`config.mk`:
```
export PLATFORM = sky130hd
export DESIGN_NAME = pix_stamp
export DESIGN_NICKNAME = d
export VERILOG_FILES = /design/src/rtl/pix_pkg.sv /design/src/rtl/pix_sync.sv /design/src/rtl/pix_fine_lfsr.sv /design/src/rtl/pix_sat_cnt.sv /design/src/rtl/pix_stamp.sv
export SDC_FILE = /design/constraint.sdc
export NUM_CORES = 1
export LEC_CHECK = 0
export BUFFER_PORTS_ARGS = -buffer_cell sky130_fd_sc_hd__buf_2
export CAP_MARGIN = 20
export CELL_PAD_IN_SITES_DETAIL_PLACEMENT = 1
export CELL_PAD_IN_SITES_GLOBAL_PLACEMENT = 2
export CORE_MARGIN = 2
export CORE_UTILIZATION = 29
export CTS_CLUSTER_SIZE = 10
export DETAILED_ROUTE_END_ITERATION = 6
export PLACE_DENSITY = 0.76
export SLEW_MARGIN = 20
export SYNTH_ARGS = -nofsm -noshare
export SYNTH_HDL_FRONTEND = slang
export SYNTH_SLANG_ARGS = --single-unit
```
`constraint.sdc`:
```
create_clock -name clk_fast -period 1.6 [get_ports clk_fast]
set_clock_uncertainty 0.2 [all_clocks]
set_input_delay 0.08 -clock clk_fast [delete_from_list [all_inputs] [get_ports clk_fast]]
set_output_delay 0.08 -clock clk_fast [all_outputs]
set_load 0.03 [all_outputs]
```
`src/rtl/pix_pkg.sv`:
```
`timescale 1ns/1ps
package pix_pkg;
  localparam int FINE_W = 4;
  localparam int TOT_W  = 4;
  localparam int LAT_W  = 4;
endpackage

```
`src/rtl/pix_sync.sv`:
```
`timescale 1ns/1ps
// Two-flop sampling of asynchronous levels into the fast domain, with rise detect.
module pix_sync #(
  parameter int N = 2
) (
  input  logic         clk,
  input  logic         rst_n,
  input  logic [N-1:0] d,
  output logic [N-1:0] lvl,
  output logic [N-1:0] rise
);
  for (genvar i = 0; i < N; i++) begin : g_bit
    logic s1, s2;
    always_ff @(posedge clk or negedge rst_n) begin
      if (!rst_n) begin
        s1 <= 1'b0;
        s2 <= 1'b0;
      end else begin
        s1 <= d[i];
        s2 <= s1;
      end
    end
    assign lvl[i]  = s1;
    assign rise[i] = s1 & ~s2;
  end
endmodule

```
`src/rtl/pix_fine_lfsr.sv`:
```
`timescale 1ns/1ps
// Full-period (2**W states) shift-register counter with binary decode.
// Supported widths: 3, 4, 5.
module pix_fine_lfsr #(
  parameter int W = 4
) (
  input  logic         clk,
  input  logic         rst_n,
  input  logic         load,
  input  logic         adv,
  output logic [W-1:0] bin
);
  localparam int TAP_A  = W - 1;
  localparam int TAP_B  = (W == 5) ? 2 : W - 2;
  localparam int STATES = 1 << W;

  function automatic logic [W-1:0] step(input logic [W-1:0] q);
    logic fb;
    fb = q[TAP_A] ^ q[TAP_B] ^ (q[W-2:0] == '0);
    return {q[W-2:0], fb};
  endfunction

  function automatic logic [W-1:0] final_state();
    logic [W-1:0] s;
    s = '0;
    for (int i = 1; i < STATES; i++) s = step(s);
    return s;
  endfunction

  localparam logic [W-1:0] LAST = final_state();

  logic [W-1:0] st;

  always_ff @(posedge clk or negedge rst_n) begin
    if (!rst_n)                  st <= '0;
    else if (load)               st <= '0;
    else if (adv && st != LAST)  st <= step(st);
  end

  always_comb begin
    logic [W-1:0] s;
    s   = '0;
    bin = '0;
    for (int i = 0; i < STATES; i++) begin
      if (s == st) bin = i[W-1:0];
      s = step(s);
    end
  end
endmodule

```
`src/rtl/pix_sat_cnt.sv`:
```
`timescale 1ns/1ps
module pix_sat_cnt #(
  parameter int W = 4
) (
  input  logic         clk,
  input  logic         rst_n,
  input  logic         clr,
  input  logic         inc,
  output logic [W-1:0] q
);
  always_ff @(posedge clk or negedge rst_n) begin
    if (!rst_n)                 q <= '0;
    else if (clr)               q <= '0;
    else if (inc && q != '1)    q <= q + 1'b1;
  end
endmodule

```
`src/rtl/pix_stamp.sv`:
```
`timescale 1ns/1ps
module pix_stamp
  import pix_pkg::*;
#(
  parameter int FW = FINE_W,
  parameter int TW = TOT_W,
  parameter int LW = LAT_W
) (
  input  logic              clk_slow,
  input  logic              clk_fast,
  input  logic              rst_n,
  input  logic              disc_in,
  input  logic              test_pulse,
  input  logic              mask_en,
  input  logic              tp_en,
  input  logic [LW-1:0]     lat_cfg,
  input  logic              rd_strobe,
  output logic [FW+TW+LW-1:0] word_out,
  output logic              out_valid,
  output logic              fast_or
);
  localparam int WORD_W = FW + TW + LW;

  logic          hit_src;
  logic [1:0]    smp_lvl, smp_rise;
  logic          slow_tick, hit_lvl, hit_rise;
  logic          busy, running, tot_on, valid_q;
  logic          accept, capture, expire, rd_clr, release_buf;
  logic [FW-1:0] fine_q;
  logic [TW-1:0] tot_q;
  logic [LW-1:0] lat_q;

  assign hit_src = ~mask_en & (tp_en ? test_pulse : disc_in);

  pix_sync #(.N(2)) u_sync (
    .clk  (clk_fast),
    .rst_n(rst_n),
    .d    ({hit_src, clk_slow}),
    .lvl  (smp_lvl),
    .rise (smp_rise)
  );

  assign slow_tick = smp_rise[0];
  assign hit_lvl   = smp_lvl[1];
  assign hit_rise  = smp_rise[1];

  assign accept      = ~busy & hit_rise;
  assign capture     = busy & ~running & ~tot_on & ~valid_q;
  assign rd_clr      = valid_q & slow_tick & rd_strobe;
  assign expire      = valid_q & slow_tick & (lat_q >= lat_cfg);
  assign release_buf = rd_clr | expire;

  pix_fine_lfsr #(.W(FW)) u_fine (
    .clk  (clk_fast),
    .rst_n(rst_n),
    .load (accept),
    .adv  (running & ~slow_tick),
    .bin  (fine_q)
  );

  pix_sat_cnt #(.W(TW)) u_tot (
    .clk  (clk_fast),
    .rst_n(rst_n),
    .clr  (accept),
    .inc  (tot_on & hit_lvl & slow_tick),
    .q    (tot_q)
  );

  pix_sat_cnt #(.W(LW)) u_lat (
    .clk  (clk_fast),
    .rst_n(rst_n),
    .clr  (accept),
    .inc  (valid_q & slow_tick & ~release_buf),
    .q    (lat_q)
  );

  always_ff @(posedge clk_fast or negedge rst_n) begin
    if (!rst_n) begin
      busy    <= 1'b0;
      running <= 1'b0;
      tot_on  <= 1'b0;
      valid_q <= 1'b0;
    end else if (accept) begin
      busy    <= 1'b1;
      running <= 1'b1;
      tot_on  <= 1'b1;
    end else begin
      if (running && slow_tick) running <= 1'b0;
      if (tot_on && !hit_lvl)   tot_on  <= 1'b0;
      if (capture)              valid_q <= 1'b1;
      if (release_buf) begin
        valid_q <= 1'b0;
        busy    <= 1'b0;
      end
    end
  end

  assign word_out  = {fine_q, tot_q, lat_q};
  assign out_valid = valid_q;
  assign fast_or   = tot_on;

  logic unused_w;
  assign unused_w = (WORD_W == 0);
endmodule

```
# Word-level counts from Yosys, hierarchy flattened
# Index checks and enable logic that the tools add are counted.
[totals]
register_bits = 20
word_cells = 104
output_inout_bits = 14
inputBits = 12
[op_classes]
n_eq_ne = 18
muxes = 30
add_sub_neg = 2
bitwise = 27
magnitude_cmp = 1
reduce_logical = 15
[op_table]
columns = ["operator", "n"]
rows = [
  ["$mux W4", 14],
  ["$eq A4 B4 Y1 const A", 8],
  ["$eq A3 B4 Y1 const A", 4],
  ["$and A1 B1 Y1", 14],
  ["$reduce_bool A2 Y1", 7],
  ["$mux W3", 4],
  ["$ne A4 B4 Y1 const B", 3],
  ["$mux W1", 10],
  ["$not A1 Y1", 10],
  ["$add A4 B1 Y4 const B", 2],
  ["$eq A2 B4 Y1 const A", 2],
  ["$logic_and A1 B1 Y1", 5],
  ["$eq A1 B4 Y1 const A", 1],
  ["$ge A4 B4 Y1", 1],
  ["$mux W2", 2],
  ["$logic_not A3 Y1", 1],
  ["$reduce_and A2 Y1", 1],
  ["$xor A1 B1 Y1", 2],
  ["$logic_not A1 Y1", 1],
  ["$or A1 B1 Y1", 1],
]

# Logic depth before layout (Yosys ltp)
[logic_depth]
word_depth = 16
ltp_mapped = 6
mapped_depth_nobuf = 6

# Modules after synthesis
# A second synthesis with hierarchy kept.
[unflattened]
hier_cells = 131
hier_area_um2 = 1307.5
[by_module_without_submodules]
columns = ["module", "area_each_um2", "cells_per_inst", "seq_area_each_um2", "instances"]
rows = [
  ["pix_sat_cnt", 229.0, 20, 100.1, 2],
  ["pix_fine_lfsr", 389.1, 49, 100.1, 1],
  ["pix_stamp", 317.8, 34, 100.1, 1],
  ["pix_sync", 142.6, 8, 100.1, 1],
]

# Worst setup path before layout
# No wires, ideal clock.
[synth_timing]
path_kind = "register to register"
startpoint = "reg u_lat.q[2]"
endpoint = "reg u_lat.q[0]"
stages_incl_launch_ff = 6
synth_period_minus_slack_ns = 1.976
setup_ns = 0.128
n_path_buf = 0
path_slack_ns = -0.376
required_time_ns = 1.272
t_arrival_ns = 1.649
cell_sequence = "dfrtp_1 ha_1 nor4_1 o21ai_1 a21oi_2 mux2_1"
[synth_between]
elab_chain_len = 7
elab_cells_between_ends = 8
classes_between = "1 x order compare; 1 x eq/ne; 4 x bitwise; 2 x reduce/logical"
[synth_rtl]
columns = ["element", "line", "source"]
rows = [
  ["start: declaration", "pix_sat_cnt.sv:9", "output logic [W-1:0] q"],
  ["start signal: assignment", "pix_sat_cnt.sv:14", "else if (inc && q != '1) q <= q + 1'b1;"],
  ["$ge A4 B4 Y1", "pix_stamp.sv:50", "assign expire = valid_q & slow_tick & (lat_q >= lat_cfg);"],
  ["$and A1 B1 Y1", "pix_stamp.sv:50", ""],
  ["$or A1 B1 Y1", "pix_stamp.sv:51", "assign release_buf = rd_clr | expire;"],
  ["$not A1 Y1", "pix_stamp.sv:73", ".inc (valid_q & slow_tick & ~release_buf),"],
  ["$and A1 B1 Y1", "pix_stamp.sv:73", ""],
  ["$logic_and A1 B1 Y1 (*)", "pix_sat_cnt.sv:14", ""],
  ["$reduce_bool A2 Y1 (no line) (*)", "n/a", ""],
]
# Every way passes the cells marked *; elsewhere a longest branch is shown, timed or not.
# A chain may end at the register's enable or synchronous reset.

# Final worst setup path
[layout_timing]
startpoint = "reg u_fine.st[2]"
endpoint = "out word_out[9]"
[layout_between]
elab_chain_len = 15
elab_cells_between_ends = 28
classes_between = "14 x eq/ne; 14 x mux"
[layout_rtl]
columns = ["element", "line", "source"]
rows = [
  ["start: declaration", "pix_fine_lfsr.sv:32", "logic [W-1:0] st;"],
  ["start signal: assignment", "pix_fine_lfsr.sv:37", "else if (adv && st != LAST) st <= step(st);"],
  ["$eq A2 B4 Y1", "pix_fine_lfsr.sv:45", "if (s == st) bin = i[W-1:0];"],
  ["$mux W2 (2 in series)", "pix_fine_lfsr.sv:45", ""],
  ["$mux W3 (4 in series)", "pix_fine_lfsr.sv:45", ""],
  ["$mux W4 (7 in series)", "pix_fine_lfsr.sv:45", ""],
  ["$mux W4 (*)", "pix_fine_lfsr.sv:45", ""],
  ["end: declaration", "pix_stamp.sv:18", "output logic [FW+TW+LW-1:0] word_out,"],
]
# Marks and branches as above.

==> summary.txt <==
Timing
  – Setup violators final: 13
  – Achievable Freq: slightly above 500 MHz
  – Setup TNS: -2300 ps
  – Unrepaired setup endpoints after global routing: true
  – Slew headroom: 0.696
  – Max-slew violations: 0
  – Post-layout min period: between 1500 and 2000 ps
  – Worst Tran Pin Value: between 400 and 500 ps
  – Fin worst setup slack: -334 ps
  – Final hold vios: 0
  – Period Utilization, post-route: 1.21

Synthesis
  – Synth Area per Inst: about 9.3 µm²
  – Cells after Synth: 133
  – Post-Syn Area: about 1200 µm²
  – Mapped Nets: about 160
  – Synth Register Bits: 20
  – Yosys Warn Count: 0
  – Post-synth cell types: 37
  – Seq/Total Area, Yosys: 0.404

Clock network
  – Htree depth: 1
  – TritonCTS clock tree: yes
  – CTS max path bufs: 2
  – CTS buffer count: 3
  – Worst skew pair latency: about 260 ps
  – CTS root buf: clkbuf_8
  – CTS sink cnt: 20
  – Clock-pin slew on the worst setup and hold paths: 80 ps

Critical path
  – CP required: ~1300 ps
  – Critical Path Fanout Max: 5
  – Critical path arrival: between 1500 and 2000 ps
  – Kind of critical path: flop to output port
  – CP Capture Type: output port
  – Setup crit start kind: flop

Placement
  – Placed insts: approximately 230
  – Dpl ws: -294 ps
  – PortBufs: 25
  – Routability-driven placement congestion ratio: 0.792
  – HPWL reported at the end of detailed placement: roughly 2700 µm

Finish
  – Non-filler cells, final: approximately 240
  – Diode count: 0
  – Area Growth Syn to Fin: 58.5%
  – Share of cells above drive strength 1: 0.550
  – Most frequent cells in the layout: buf_4, buf_2, dfrtp_1, nor2_1, nand2_1
  – Nets@finish: between 200 and 250
  – Most common cell after layout, fill and taps aside: buf_4

GRT
  – Tot GR Track Use: 0.159
  – Number of global-route vias before repair: ~1300
  – Number of antenna violations at the first check in global routing: 0
  – Total global routing overflow: 0
  – First-pass GRT wire length: between 6000 and 7000 µm
  – Largest net degree at the start of global routing: 21

Die
  – Placeable Area: around 4000 µm²
  – IO Count: 26
  – Chip width: roughly 69 µm
  – Rows: 23
  – Die Area: 4810 µm²
  – Initial core utilization: 0.305
  – Die height: 69.3 µm

Pwr
  – Cell Pwr Density: approximately 1900 nW/µm²
  – VDD IR-drop max: 710 µV
  – Pleak: 0.928 nW

Run status
  – Outcome: finished with violations
  – Violated checks: negative setup slack

Routing
  – Post-route ant nets: 0
  – DRT Pass-1 Iters: 2
  – Initial DRC count: 12
  – Drt drc: 0
  – Vias per Instance: 5.00
  – DR vias: 1196
  – Routed WL: roughly 3600 µm
  – WL/cell: between 15 and 20 µm

Job
  – MaxCap Viol Count: 0

Worst hold path
  – Min-delay worst type: input port to async pin
-- cells in the mapped netlist --
cell type / count / area (µm²)
inv_1: 8 / 30.0
a21oi_1: 8 / 40.0
nor4_1: 1 / 6.26
nand2b_1: 4 / 25.0
buf_2: 1 / 5.00
xor2_1: 3 / 26.3
o21ai_1: 1 / 5.00
ha_1: 10 / 125
mux2i_1: 7 / 70.1
nor3b_1: 1 / 7.51
a311oi_2: 1 / 15.0
a211oi_2: 1 / 12.5
a32oi_1: 1 / 8.76
a221o_1: 1 / 10.0
o22a_1: 1 / 8.76
and3_1: 1 / 6.26
dfrtp_1: 20 / 500
inv_2: 1 / 3.75
o311ai_4: 1 / 26.3
or2b_1: 1 / 7.51
nor2b_1: 1 / 6.26
o22ai_1: 1 / 6.26
a21oi_2: 1 / 8.76
a211oi_1: 1 / 7.51
nand3_1: 8 / 40.0
nor2_1: 15 / 56.3
nand2_1: 15 / 56.3
clkbuf_1: 2 / 7.51
a21o_1: 3 / 22.5
a31oi_1: 1 / 6.26
nand4_1: 4 / 25.0
or2_2: 1 / 6.26
buf_4: 1 / 7.51
and2_1: 2 / 12.5
o21ai_0: 2 / 10.0
and2b_1: 1 / 7.51
mux2_1: 1 / 11.3
-- flip-flops by register name, summed over array words and instances (netlist names) --
signal and flops:
busy 1, fast_or 1, out_valid 1, running 1, u_fine.st 4, u_lat.q 4
u_sync.g_bit.s1 2, u_sync.g_bit.s2 2, u_tot.q 4
-- power breakdown --
part	internal, mW	switching [mW]	total, mW
Sequential	0.650	0.199	0.849
Clock	0.334	0.176	0.510
Combinational	1.11	1.17	2.27
Total	2.09	1.54	3.63
-- stage by stage --
stage          hold slack [ps]  cell area (µm²)  utilization  power [mW]
5_1_grt                    111             1960        0.484        3.88
3_5_place_dp              -132             1630        0.403        2.62
4_1_cts                   82.9             1920        0.474        3.56
6_report                  90.5             1960        0.484        3.63
3_3_place_gp              -145             1630        0.403        2.53
2_1_floorplan             -416             1300            -        1.94
-- final timing paths --
| check | from | to | slack [ps] | cells after the start |
|---|---|---|---|---|
| max | u_fine.st[2] | word_out[9] | -330 | 6 |
| min | rst_n | u_tot.q[1] | 90 | 2 |
| max reg2reg | u_lat.q[1] | u_lat.q[0] | -260 | 5 |
| min reg2reg | u_sync.g_bit[0].s1 | u_sync.g_bit[0].s2 | 210 | 0 |
| max in group asynchronous | rst_n | u_lat.q[1] | 770 | 2 |
| min in group clk_fast | rd_strobe | u_lat.q[3] | 110 | 5 |
-- cell families (layout without fill, tap and decap cells) --
logic type / after synthesis / count (layout) / synth area share
xor+xnor: 3 / 3 / 0.0212
fa+ha+maj: 10 / 10 / 0.101
flops: 20 / 20 / 0.404
mux: 8 / 8 / 0.0657
buf+inv: 13 / 69 / 0.0435
simple gates: 55 / 55 / 0.212
compound gates: 24 / 24 / 0.152
-- layout make-up --
| type | instances | area (µm²) |
|---|---|---|
| fillers | 437 | 2100 |
| repair buffers | 56 | 400 |
| clock buffers | 3 | 41.3 |
| inverters | 9 | 36.3 |
| flip-flops and latches | 20 | 508 |
| clock inverters | 1 | 30.0 |
| well taps | 50 | 62.6 |
| multi-input cells | 100 | 883 |
-- metal layers --
metal,track usage,up-vias,share of wire
met4,0.0588,0,0.012
met1,0.173,600,0.41
li1,-,573,-
met5,0,-,0
met2,0.314,19,0.56
met3,0.0131,4,0.016
-- critical path: stages (launching register included) --
cell	delay (ps)
dfrtp_2	440
inv_2	100
ha_4	170
nor2_2	40
a21o_1	150
a221o_2	350
buf_6	140
-- timing repair --
action	4_1_cts	5_1_grt
endpoints found under the hold margin	22	0
hold buffers	4	0
pin swaps	15	6
buffers inserted	2	1
resized for setup	41	10
setup endpoints to repair	13	13
(Power assumes the default switching activity.)
